[config.mk]
export PLATFORM = sky130hd
export DESIGN_NAME = chan_scan_seq
export DESIGN_NICKNAME = d
export VERILOG_FILES = /design/src/rtl/scan_pkg.sv /design/src/rtl/scan_cfg_reg.sv /design/src/rtl/scan_chan_ctr.sv /design/src/rtl/chan_scan_seq.sv
export SDC_FILE = /design/constraint.sdc
export NUM_CORES = 1
export LEC_CHECK = 0
export ABC_CLOCK_PERIOD_IN_PS = 1400
export BUFFER_PORTS_ARGS = -buffer_cell sky130_fd_sc_hd__buf_2
export CORE_MARGIN = 4
export CORE_UTILIZATION = 43
export DETAILED_ROUTE_END_ITERATION = 12
export HOLD_SLACK_MARGIN = 0.05
export PLACE_DENSITY = 0.77
export SYNTH_ARGS = -nofsm -noshare
export SYNTH_HDL_FRONTEND = slang
export SYNTH_SLANG_ARGS = --single-unit
[constraint.sdc]
create_clock -name clk -period 1.4 [get_ports clk]
set_input_delay 0.28 -clock clk [delete_from_list [all_inputs] [get_ports clk]]
set_output_delay 0.28 -clock clk [all_outputs]
set_load 0.01 [all_outputs]
[src/rtl/scan_pkg.sv]
package scan_pkg;
  localparam int CH_W    = 4;
  localparam int REG_W   = 16;
  localparam int GAIN_W  = 2;
  localparam int PACER_W = 2;
  localparam int CFG_W   = 2 * CH_W + GAIN_W + 2 + PACER_W;

  typedef struct packed {
    logic [PACER_W-1:0] pacer;
    logic               bipolar;
    logic               diff;
    logic [GAIN_W-1:0]  gain;
    logic [CH_W-1:0]    hi;
    logic [CH_W-1:0]    lo;
  } scan_cfg_t;

  function automatic logic at_stop(input logic [CH_W-1:0] cur,
                                   input logic [CH_W-1:0] hi);
    return cur == hi;
  endfunction

  function automatic logic [CH_W-1:0] next_chan(input logic [CH_W-1:0] cur,
                                                input logic [CH_W-1:0] lo,
                                                input logic [CH_W-1:0] hi);
    if (at_stop(cur, hi)) return lo;
    return cur + CH_W'(1);
  endfunction
endpackage

[src/rtl/scan_cfg_reg.sv]
module scan_cfg_reg
  import scan_pkg::*;
(
  input  logic             clk,
  input  logic             rst_n,
  input  logic             wr_en,
  input  logic [CFG_W-1:0] wr_bits,
  output scan_cfg_t        cfg
);
  always_ff @(posedge clk) begin
    if (!rst_n)     cfg <= '0;
    else if (wr_en) cfg <= scan_cfg_t'(wr_bits);
  end
endmodule

[src/rtl/scan_chan_ctr.sv]
module scan_chan_ctr
  import scan_pkg::*;
(
  input  logic            clk,
  input  logic            rst_n,
  input  logic            load,
  input  logic [CH_W-1:0] load_val,
  input  logic            advance,
  input  logic [CH_W-1:0] lo,
  input  logic [CH_W-1:0] hi,
  output logic [CH_W-1:0] chan,
  output logic            step_evt,
  output logic            wrap_evt
);
  assign wrap_evt = !load && advance && at_stop(chan, hi);
  assign step_evt = !load && advance && !at_stop(chan, hi);

  always_ff @(posedge clk) begin
    if (!rst_n)       chan <= '0;
    else if (load)    chan <= load_val;
    else if (advance) chan <= next_chan(chan, lo, hi);
  end
endmodule

[src/rtl/chan_scan_seq.sv]
module chan_scan_seq
  import scan_pkg::*;
(
  input  logic               clk,
  input  logic               rst_n,
  input  logic               wr_en,
  input  logic [REG_W-1:0]   wr_data,
  input  logic               conv_done,
  output logic [REG_W-1:0]   rd_data,
  output logic [CH_W-1:0]    chan,
  output logic [GAIN_W-1:0]  gain,
  output logic               diff_sel,
  output logic               bipolar,
  output logic [PACER_W-1:0] pacer_src
);
  localparam int PAD_W = REG_W - CFG_W;

  scan_cfg_t cfg;
  logic      step_evt;
  logic      wrap_evt;
  logic      unused_top_bits;

  assign unused_top_bits = ^wr_data[REG_W-1:CFG_W];

  scan_cfg_reg u_cfg (
    .clk    (clk),
    .rst_n  (rst_n),
    .wr_en  (wr_en),
    .wr_bits(wr_data[CFG_W-1:0]),
    .cfg    (cfg)
  );

  scan_chan_ctr u_ctr (
    .clk     (clk),
    .rst_n   (rst_n),
    .load    (wr_en),
    .load_val(wr_data[CH_W-1:0]),
    .advance (conv_done),
    .lo      (cfg.lo),
    .hi      (cfg.hi),
    .chan    (chan),
    .step_evt(step_evt),
    .wrap_evt(wrap_evt)
  );

  assign rd_data   = {{PAD_W{1'b0}}, cfg};
  assign gain      = cfg.gain;
  assign diff_sel  = cfg.diff;
  assign bipolar   = cfg.bipolar;
  assign pacer_src = cfg.pacer;
endmodule

After elaboration in Yosys (flattened, before gate mapping) --
Index checks and enable logic that the tools add are counted.
Storage, ports and cells: input port bits 20, register bits after elaboration 18, logic and storage cells 18, output and inout port bits 26
Cells by class: equality and inequality tests 1, multiplexer cells 8, add/sub/neg operators 1, reduce and logical (&&, ||, !) cells 1
Operator list (number):
- 2-to-1 mux 4 bit | 4
- adder 4 x 1 -> 4 bit (second input constant) | 1
- == test 4 bit | 1
- 2-to-1 mux 1 bit | 4
- nonzero test 2 bit | 1

Logic depth before layout (Yosys ltp) --
word-level depth 8, mapped depth 4, mapped depth without buffers 4

Hierarchy --
A second synthesis with hierarchy kept.
Second synthesis, totals: cells, all modules 93, area, all modules 928.4 µm²
By module, submodules not included:
- scan_cfg_reg | cells an instance 45, times used 1, area an instance 543.0 µm², seq. area each 280.3 µm²
- scan_chan_ctr | cells an instance 39, times used 1, area an instance 321.6 µm², seq. area each 80.1 µm²
- chan_scan_seq | cells an instance 9, times used 1, area an instance 63.8 µm², seq. area each 0.0 µm²

Least setup slack after synthesis --
Ideal clock, no wire load.
path type register to register, start register u_ctr.chan[0], end register u_ctr.chan[0], data required time 1.269 ns, data arrival time 1.018 ns, setup time 0.131 ns, slack 0.252 ns, period minus slack after synthesis 1.148 ns, cell stages (with the launch flop) 5, path buffers 0, path through dfxtp_1 xnor2_1 nand4_2 mux2i_1 a21oi_1
On the way: word-level cells in the longest chain between the ends 8, elaborated cells between the ends (all ways) 9, those cells by class add/sub: 1; eq/ne: 1; mux: 7
Ends and longest elaborated chain:
- start: declaration | RTL line scan_chan_ctr.sv:11 | output logic [CH_W-1:0] chan,
- start signal: assignment | RTL line scan_chan_ctr.sv:20 | else if (load) chan <= load_val;
- start signal: assignment | RTL line scan_chan_ctr.sv:21 | else if (advance) chan <= next_chan(chan, lo, hi);
- == test 4 bit
- 2-to-1 mux 1 bit | RTL line scan_pkg.sv:25 | if (at_stop(cur, hi)) return lo;
- 2-to-1 mux 1 bit | RTL line scan_chan_ctr.sv:21
- 2-to-1 mux 1 bit | RTL line scan_chan_ctr.sv:20
- 2-to-1 mux 1 bit | RTL line scan_chan_ctr.sv:19 | if (!rst_n) chan <= '0;
- 2-to-1 mux 4 bit * | RTL line scan_pkg.sv:26 | return cur + CH_W'(1);
- 2-to-1 mux 4 bit * | RTL line scan_chan_ctr.sv:21
- 2-to-1 mux 4 bit * | RTL line scan_chan_ctr.sv:20
Mark *: on every way between the ends. The rest lies on a longest branch, timed or not. The select of a mux whose other input is x is not followed. A chain may end at the register's enable or synchronous reset.

Final worst setup path --
start register u_ctr.chan[2], end register u_ctr.chan[1]
On the way: word-level cells in the longest chain between the ends 8
Ends and longest elaborated chain (RTL line):
- == test 4 bit
- 2-to-1 mux 1 bit | scan_pkg.sv:25
- 2-to-1 mux 1 bit | scan_chan_ctr.sv:21
- 2-to-1 mux 1 bit | scan_chan_ctr.sv:20
- 2-to-1 mux 1 bit | scan_chan_ctr.sv:19
- 2-to-1 mux 4 bit | scan_pkg.sv:26
- 2-to-1 mux 4 bit | scan_chan_ctr.sv:21
- 2-to-1 mux 4 bit | scan_chan_ctr.sv:20
No other way between the ends. The select of a mux whose other input is x is not followed.

==> qor.txt <==
status -> complete, no violations
row count -> 16
post-route ant nets -> 0
RD Place Congestion -> 0.668
synth-to-layout area growth -> 21.8%
Core Region -> 1940 um2
Logic pwr share -> 21.6%
#FFs+latches synth -> 18
Max rail drop VDD -> 0.730 mV
Clock Latency Late Sink -> 0.28 ns
Synth Warn # -> 0
grt ovf -> 0
Power Dens Cells -> 984 nW/um2
global-route wire length before repair -> 2720 um
Mapped Area -> 878 um2
setup slack, reg-to-reg -> 0.17 ns
metal2 WL -> 838 um
Placed Cells -> 143
CTS tree -> yes
worst hold-check path type -> input port to register
die area -> 2830 um2
Clock power frac -> 23.4%
top cells by area, synth -> dfxtp_1 (41%), mux2i_1 (21%), nor2b_1 (11%), buf_4 (6.8%), xnor2_1 (5.0%)
dpl hpwl -> 1290 um
CP max FO -> 5
Setup-failing EPs final -> 0
Avg Cell Area, Syn -> 10.3 um2
Max-Cap Viols -> 0
Synth top area share -> 41.0%
DR top layer -> met4
Port Buffers -> 41
via/cell ratio -> 4.70
unrepaired setup endpoints after global routing -> false
Peak Freq -> 0.811 GHz
Vias -> 686
Die Span X -> 53.2 um
most frequent cells in the layout -> buf_2 (41), mux2i_1 (18), dfxtp_1 (18)
sequential fraction of the synthesis area -> 41.0%
Cells after Synth -> 85
Worst Setup End Kind -> register
initial DRC count -> 12
largest net degree at the start of global routing -> 24
CP startpoint kind -> register
Max-slew headroom -> 64.9%
initial antenna violation count -> 0
Worst-Margin Slew -> 0.526 ns
CP Class -> register to register
Clock Path Buffers -> 2
initial core utilization -> 45.2%
final instance area -> 1070 um2
Max H-tree Level -> 1
vias in the first global route -> 597
die height -> 53.2 um
CTS sink count -> 18
sequential share of power -> 55.0%
Clock transition at path regs -> 0.09 ns
most common cell after layout, fill and taps aside -> buf_2
Final Hold Vio Count -> 0
placed standard-cell area -> 1050 um2
All-Layer GR Usage -> 13.5%
net switching power -> 0.290 mW
Final nets -> 142
largest area contributor in the netlist -> dfxtp_1
met3 WL post-DR -> 128 um
share of cells above drive strength 1 -> 37.8%
DRC Markers -> 0
CP arrival -> 1.40 ns
num ports -> 46
1st-pass router iterations -> 4
Root Buffer -> clkbuf_4
Netlist cell types -> 16
CP required -> 1.57 ns
post-cts gate resize count -> 0
fin crit share -> 88.0%
Tmin final -> 1.23 ns
setup TNS -> 0 ns
WL met1 -> 710 um
Internal -> 0.763 mW
final cell count without fillers -> 146
WL final -> 1710 um
CTS Hold Buffers Added -> 0
per-cell routed wire length -> 11.7 um
post-CTS setup buffers -> 0
fin. max-slew vios -> 0
Inserted Diodes -> 0
Static Leak -> 0.550 nW
TritonCTS buffer count -> 3
switch share -> 27.6%
Worst Skew -> 0.00166 ns
## synth_stat cells
library cell / number
dfxtp_1: 18
mux2i_1: 18
nor2b_1: 15
buf_4: 8
xnor2_1: 5
a21oi_1: 4
nand2b_1: 4
o311ai_0: 4
buf_2: 2
clkbuf_1: 1
conb_1: 1
ha_1: 1
inv_1: 1
nand3_1: 1
nand4_2: 1
xor2_1: 1
## registers in the layout, summed over array words and instances, names as in the netlist
signal / cells
u_cfg.cfg: 14
u_ctr.chan: 4
## power groups by stage
stage                     Combinational [mW]  Clock (mW)  Sequential, mW
after floorplan                        0.145           0           0.604
after global placement                 0.224           0           0.589
after detailed placement               0.230           0           0.591
after CTS                              0.230       0.260           0.580
after global routing                   0.251       0.284           0.585
final                                  0.227       0.247           0.579
## cells by family (layout without fill, tap and decap cells)
kind of cell	Yosys count	after routing	share of synthesized area, %
simple gates	21	21	15.5
mux	18	18	20.5
flops	18	18	41.0
buf+inv	12	45	8.83
compound gates	8	8	6.27
xor+xnor	6	6	5.98
fa+ha+maj	1	1	1.42
other cells	1	2	0.427
## metrics by stage
step | worst slack, ns | power, mW | hold WS (ns) | util [%]
2_1_floorplan | 0.252 | 0.749 | 0.408 | -
3_3_place_gp | 0.212 | 0.813 | 0.510 | 53.9
3_5_place_dp | 0.187 | 0.821 | 0.525 | 53.9
4_1_cts | 0.157 | 1.07 | 0.242 | 55.1
5_1_grt | 0.0487 | 1.12 | 0.228 | 55.1
6_report | 0.168 | 1.05 | 0.244 | 55.1
## area by class of cell
| type | instances | area (um2) |
|---|---|---|
| fillers | 200 | 872 |
| well taps | 27 | 33.8 |
| repair buffers | 41 | 205 |
| inverters | 1 | 3.75 |
| flip-flops and latches | 18 | 360 |
| clock buffers | 3 | 22.5 |
| multi-input cells | 56 | 444 |
## worst max-delay path, stage by stage, from the launching register on
cell     delay, ns
dfxtp_1       0.44
xnor2_1       0.16
nand4_2       0.22
mux2i_1       0.21
a21oi_1       0.08
## metal layers
metal  global-route usage [%]  up-vias
met2                     20.5       22
met1                     16.4      310
met4                     8.94        0
li1                         -      350
met3                     3.94        4
met5                        0        -
## path summary, 6_finish.rpt
path / start / endpoint / cells after the start
setup / recovery: u_ctr.chan[2]$_SDFFE_PN0P_ / u_ctr.chan[1]$_SDFFE_PN0P_ / 4
hold / removal: wr_data[7] / u_cfg.cfg[7]$_SDFFE_PN0P_ / 3
setup reg to reg: u_ctr.chan[2]$_SDFFE_PN0P_ / u_ctr.chan[1]$_SDFFE_PN0P_ / 4
hold reg to reg: u_cfg.cfg[9]$_SDFFE_PN0P_ / u_cfg.cfg[9]$_SDFFE_PN0P_ / 2
(Power assumes the default switching activity.)
